## src/rtl/lpw_pkg.sv

```systemverilog
package lpw_pkg;

  typedef enum logic [1:0] {
    EW_64 = 2'b00,
    EW_32 = 2'b01,
    EW_16 = 2'b10,
    EW_8  = 2'b11
  } elem_width_e;

  // Lane index owning byte b: each width step halves the bytes per lane.
  function automatic int lane_of_byte(input int b, input logic [1:0] ew);
    return b >> (3 - int'(ew));
  endfunction

  // Zeroing keeps a byte only when its mask bit is set.
  function automatic logic [7:0] keep_byte(input logic [7:0] d, input logic m);
    return m ? d : 8'h00;
  endfunction

endpackage

```

## src/rtl/pred_extract.sv

```systemverilog
module pred_extract #(
  parameter int NUM_FIELDS = 8,
  parameter int FIELD_W    = 4,
  parameter bit FIXED_BIT0 = 1'b0,
  localparam int SEL_W     = $clog2(FIELD_W),
  localparam int CR_W      = NUM_FIELDS * FIELD_W
) (
  input  logic [CR_W-1:0]       cr,
  input  logic [SEL_W-1:0]      sel,
  input  logic                  inv,
  input  logic                  en,
  output logic [NUM_FIELDS-1:0] pred
);

  logic [SEL_W-1:0] eff_sel;
  assign eff_sel = sel & {SEL_W{~FIXED_BIT0}};

  for (genvar i = 0; i < NUM_FIELDS; i++) begin : g_field
    logic [FIELD_W-1:0] fld;
    logic               picked;
    assign fld     = cr[i*FIELD_W +: FIELD_W];
    assign picked  = fld[eff_sel] ^ inv;
    assign pred[i] = picked | ~en;
  end

endmodule

```

## src/rtl/lane_expand.sv

```systemverilog
module lane_expand #(
  parameter int BYTES     = 8,
  parameter int NUM_LANES = 8,
  localparam int LANE_IW  = (NUM_LANES > 1) ? $clog2(NUM_LANES) : 1
) (
  input  logic [NUM_LANES-1:0] pred,
  input  logic [1:0]           ew,
  output logic [BYTES-1:0]     mask
);

  for (genvar b = 0; b < BYTES; b++) begin : g_byte
    logic [LANE_IW-1:0] lane;
    always_comb begin
      lane    = LANE_IW'(lpw_pkg::lane_of_byte(b, ew));
      mask[b] = pred[lane];
    end
  end

endmodule

```

## src/rtl/byte_merge.sv

```systemverilog
module byte_merge #(
  parameter int BYTES    = 8,
  localparam int DATA_W  = BYTES * 8
) (
  input  logic [DATA_W-1:0] din,
  input  logic [BYTES-1:0]  mask,
  input  logic              zero_mode,
  output logic [DATA_W-1:0] dout,
  output logic [BYTES-1:0]  be
);

  for (genvar b = 0; b < BYTES; b++) begin : g_byte
    logic [7:0] zeroed;
    assign zeroed         = lpw_pkg::keep_byte(din[b*8 +: 8], mask[b]);
    assign dout[b*8 +: 8] = zero_mode ? zeroed : din[b*8 +: 8];
    assign be[b]          = zero_mode | mask[b];
  end

endmodule

```

## src/rtl/lane_pred_wen.sv

```systemverilog
module lane_pred_wen #(
  parameter int DATA_W     = 64,
  parameter int FIELD_W    = 4,
  parameter bit FIXED_BIT0 = 1'b0,
  localparam int BYTES     = DATA_W / 8,
  localparam int NUM_FIELDS = BYTES,
  localparam int CR_W      = NUM_FIELDS * FIELD_W,
  localparam int SEL_W     = $clog2(FIELD_W)
) (
  input  logic              clk,
  input  logic              rst_n,
  input  logic              in_valid,
  input  logic [DATA_W-1:0] alu_data,
  input  logic [CR_W-1:0]   cr_fields,
  input  logic [SEL_W-1:0]  pred_sel,
  input  logic              pred_inv,
  input  logic              pred_en,
  input  logic              zero_mode,
  input  logic [1:0]        elem_w,
  output logic              wr_valid,
  output logic [DATA_W-1:0] wr_data,
  output logic [BYTES-1:0]  wr_be
);

  logic [NUM_FIELDS-1:0] pred_bits;
  logic [BYTES-1:0]      lane_byte_mask;
  logic [DATA_W-1:0]     merged_data;
  logic [BYTES-1:0]      merged_be;

  pred_extract #(
    .NUM_FIELDS(NUM_FIELDS), .FIELD_W(FIELD_W), .FIXED_BIT0(FIXED_BIT0)
  ) u_extract (
    .cr(cr_fields), .sel(pred_sel), .inv(pred_inv), .en(pred_en), .pred(pred_bits)
  );

  lane_expand #(.BYTES(BYTES), .NUM_LANES(NUM_FIELDS)) u_expand (
    .pred(pred_bits), .ew(elem_w), .mask(lane_byte_mask)
  );

  byte_merge #(.BYTES(BYTES)) u_merge (
    .din(alu_data), .mask(lane_byte_mask), .zero_mode(zero_mode),
    .dout(merged_data), .be(merged_be)
  );

  always_ff @(posedge clk) begin
    if (!rst_n) begin
      wr_valid <= 1'b0;
      wr_be    <= '0;
    end else begin
      wr_valid <= in_valid;
      wr_be    <= in_valid ? merged_be : '0;
    end
  end

  always_ff @(posedge clk) begin
    if (in_valid) wr_data <= merged_data;
  end

endmodule

```

## config.mk

```make
export PLATFORM = sky130hd
export DESIGN_NAME = lane_pred_wen
export DESIGN_NICKNAME = d
export VERILOG_FILES = /design/src/rtl/lpw_pkg.sv /design/src/rtl/pred_extract.sv /design/src/rtl/lane_expand.sv /design/src/rtl/byte_merge.sv /design/src/rtl/lane_pred_wen.sv
export SDC_FILE = /design/constraint.sdc
export NUM_CORES = 1
export LEC_CHECK = 0
export ABC_CLOCK_PERIOD_IN_PS = 3180
export BUFFER_PORTS_ARGS = -buffer_cell sky130_fd_sc_hd__buf_2
export CAP_MARGIN = 30
export CORE_UTILIZATION = 47
export DETAILED_ROUTE_END_ITERATION = 10
export GPL_ROUTABILITY_DRIVEN = 0
export PLACE_DENSITY = 0.84
export SLEW_MARGIN = 20
export SYNTH_ARGS = -nofsm -noshare
export SYNTH_HDL_FRONTEND = slang
export SYNTH_SLANG_ARGS = --single-unit
```

## constraint.sdc

```tcl
create_clock -name clk -period 3.18 [get_ports clk]
set_input_delay 0.636 -clock clk [delete_from_list [all_inputs] [get_ports clk]]
set_output_delay 0.636 -clock clk [all_outputs]
set_load 0.01 [all_outputs]
```

==> summary.log <==
qor: worst_setup_path.critical_path_peak_fanout 13
qor: floorplanning.die_h 92.11 microns
qor: pwr.power.density_cell_area 452.7 mW/mm^2
qor: synth.synth.top_cell.area_share 0.5036
qor: floorplanning.die_area 0.008484 sq mm
qor: sta.setup_repair_after_global_routing_missed_its_margin false
qor: cts.clock_tree.htree_level_count 3
qor: placement.pre_cts_worst_setup_slack 356.5 ps
qor: floorplanning.ios 179
qor: placement.post-place-cells 544
qor: sta.final-max-slew-violation-count 0
qor: finish.fin_area 0.005019 sq mm
qor: synth.mean_instance_size_in_the_synthesized_netlist 14.46 sq um
qor: routing.drt_pass1_iterations 4
qor: cts.postCtsHoldBufs 0
qor: grt.grt_pass1_vias 2,836
qor: run.reported_max_cap_violation_count 0
qor: routing.drt.antenna.violating_nets 0
qor: sta.hold_ws 579.1 ps
qor: placement.hpwl 6862 microns
qor: grt.grt_remaining_overflow 0
qor: sta.period_minus_slack 2516 ps
qor: worst_hold_path.timing.hold.worst.class in2reg
qor: cts.clock_path_buffers 2
qor: worst_setup_path.critPathArrivalTime 2660 ps
qor: routing.avg_wl_per_cell 15.75 microns
qor: finish.synthesis_to_layout_area_growth 31.51%
qor: synth.synthTopCellsByArea sky130_fd_sc_hd__edfxtp_1 (50%), sky130_fd_sc_hd__mux4_2 (12%), sky130_fd_sc_hd__mux2i_1 (8.4%)
qor: worst_setup_path.setup.worst_path.end_class flip-flop
qor: finish.post_route_cells_drive_above_1_share 0.5066
qor: cts.ctsRootBufferMaster sky130_fd_sc_hd__clkbuf_8
qor: sta.finalCritPeriodShare 0.7913
qor: routing.sum_of_routed_wire_length_over_all_layers 8820 microns
qor: sta.clock.fmax 397.4 MHz
qor: routing.detail_route.vias_per_cell 5.207
qor: synth.netlist_instances 264
qor: cts.cts_tree yes
qor: cts.tritoncts.num_buffers 9
qor: synth.seq_area_frac_synth 0.5508
qor: sta.max_slew.worst_pin.slew 484.7 ps
qor: grt.grt_use_total 0.2115
qor: floorplanning.placementRows 32
qor: cts.post_cts.repair.setup_buffers 0
qor: worst_setup_path.worstSetupPathType in2reg
qor: synth.ys_types 28
qor: cts.post_cts.resized_instances 0
qor: finish.layout_common_cells sky130_fd_sc_hd__buf_2 (178), sky130_fd_sc_hd__edfxtp_1 (64), sky130_fd_sc_hd__nor3b_1 (34), sky130_fd_sc_hd__mux2i_1 (32), sky130_fd_sc_hd__mux4_2 (20)
qor: synth.syn_nets 374
qor: pwr.vdd_ir_drop_max 0.2681 mV
qor: worst_setup_path.critPathLaunchType input port
qor: grt.grt_antenna_before_repair 0
qor: sta.slew_headroom 0.6769
qor: worst_setup_path.data_required_critical_path 3320 ps
qor: sta.finalSetupViolations 0
qor: synth.yosys_warnings 0
qor: outcome.result_of_the_run completed
qor: grt.grt_pass1_wl 13,720 microns
qor: synth.synthesis.area 0.003816 sq mm
qor: finish.finalNetCount 563
qor: sta.fin_ws 663.8 ps
qor: sta.finalHoldViolCount 0
qor: floorplanning.core_area 0.007807 sq mm
qor: placement.place_area 0.004848 sq mm
qor: cts.clk_pin_slew 70 ps
qor: routing.dr_total_vias 2,916
qor: routing.remaining_drc_errors 0
qor: finish.mostFrequentLayoutCell sky130_fd_sc_hd__buf_2
qor: synth.synth_top_area_cell sky130_fd_sc_hd__edfxtp_1
qor: pwr.p_leak 2.206 nW
qor: finish.antenna_cells_inserted 0
qor: grt.pin_count_of_the_biggest_net_entering_global_routing 38
qor: sta.fin_setup_tns 0 ps
qor: routing.drt-initial-drc-count 98
qor: floorplanning.floorplan.initialDensity 0.4888
qor: placement.io_buffer_count 178
qor: synth.synth_seq_cells 73
qor: floorplanning.die_width 92.11 microns
qor: cts.numClockSinks 73
qor: finish.layout.cells.non_filler 560
==> area by class of cell <==
cell class / instances / area, sq um
Clock buffer: 9 / 123.9
Clock inverter: 7 / 46.29
Fill cell: 619 / 2789
Inverter: 4 / 15.01
Multi-Input combinational cell: 179 / 1653
Sequential cell: 73 / 2102
Tap cell: 102 / 127.6
Timing Repair Buffer: 186 / 950.9
==> sequential cells by signal, indices dropped and copies added (netlist names) <==
signal	count
wr_be	8
wr_data	64
wr_valid	1
==> cell usage after synthesis, drive strengths merged <==
library cell,n
xnor2,4
nand3b,1
o22ai,2
mux2,4
nor3b,34
mux4,20
a31oi,2
edfxtp,64
dfxtp,9
and3,1
nor2b,18
nand2,15
a21oi,10
inv,3
nand3,5
clkbuf,4
clkinv,1
nand2b,1
and2,16
buf,4
a221oi,4
nor2,6
mux2i,32
ha,4
==> layer usage <==
layer,track usage,vias to the layer above,wire length [microns]
met2,0.3688,146,4531
met4,0.07161,0,147
met1,0.2630,1363,3577
met3,0.04063,12,563
met5,0,-,0
li1,-,1395,-
==> through the flow <==
stage | util | power [mW]
2_1_floorplan | - | 1.467
3_3_place_gp | 0.6210 | 1.660
3_5_place_dp | 0.6210 | 1.676
4_1_cts | 0.6428 | 2.290
5_1_grt | 0.6428 | 2.375
6_report | 0.6428 | 2.272
==> final timing paths <==
kind	depth (start not counted)	start	slack, ps	to
worst max-delay path	8	pred_sel[1]	660	wr_data[33]
worst min-delay path	2	alu_data[3]	580	wr_data[3]
==> kinds of logic after synthesis <==
| family | Yosys count | synth area share |
|---|---|---|
| compound gates | 18 | 0.03606 |
| xor+xnor | 4 | 0.01115 |
| fa+ha+maj | 4 | 0.01312 |
| buf+inv | 12 | 0.01606 |
| flops | 73 | 0.5508 |
| mux | 56 | 0.2177 |
| simple gates | 97 | 0.1551 |
==> worst max-delay path, stage by stage <==
cell and delay (ps):
sky130_fd_sc_hd__buf_2 300, sky130_fd_sc_hd__buf_4 260, sky130_fd_sc_hd__mux2i_1 370, sky130_fd_sc_hd__mux4_2 320
sky130_fd_sc_hd__mux2i_1 270, sky130_fd_sc_hd__a21oi_1 110, sky130_fd_sc_hd__buf_4 170, sky130_fd_sc_hd__nor3b_1 240
==> where the power goes <==
group | switching [mW] | total (mW) | internal (mW)
registers | 0.0201 | 1.16 | 1.14
clock network | 0.335 | 0.616 | 0.281
logic | 0.253 | 0.493 | 0.239
total | 0.608 | 2.27 | 1.66
(Power assumes the default switching activity.)
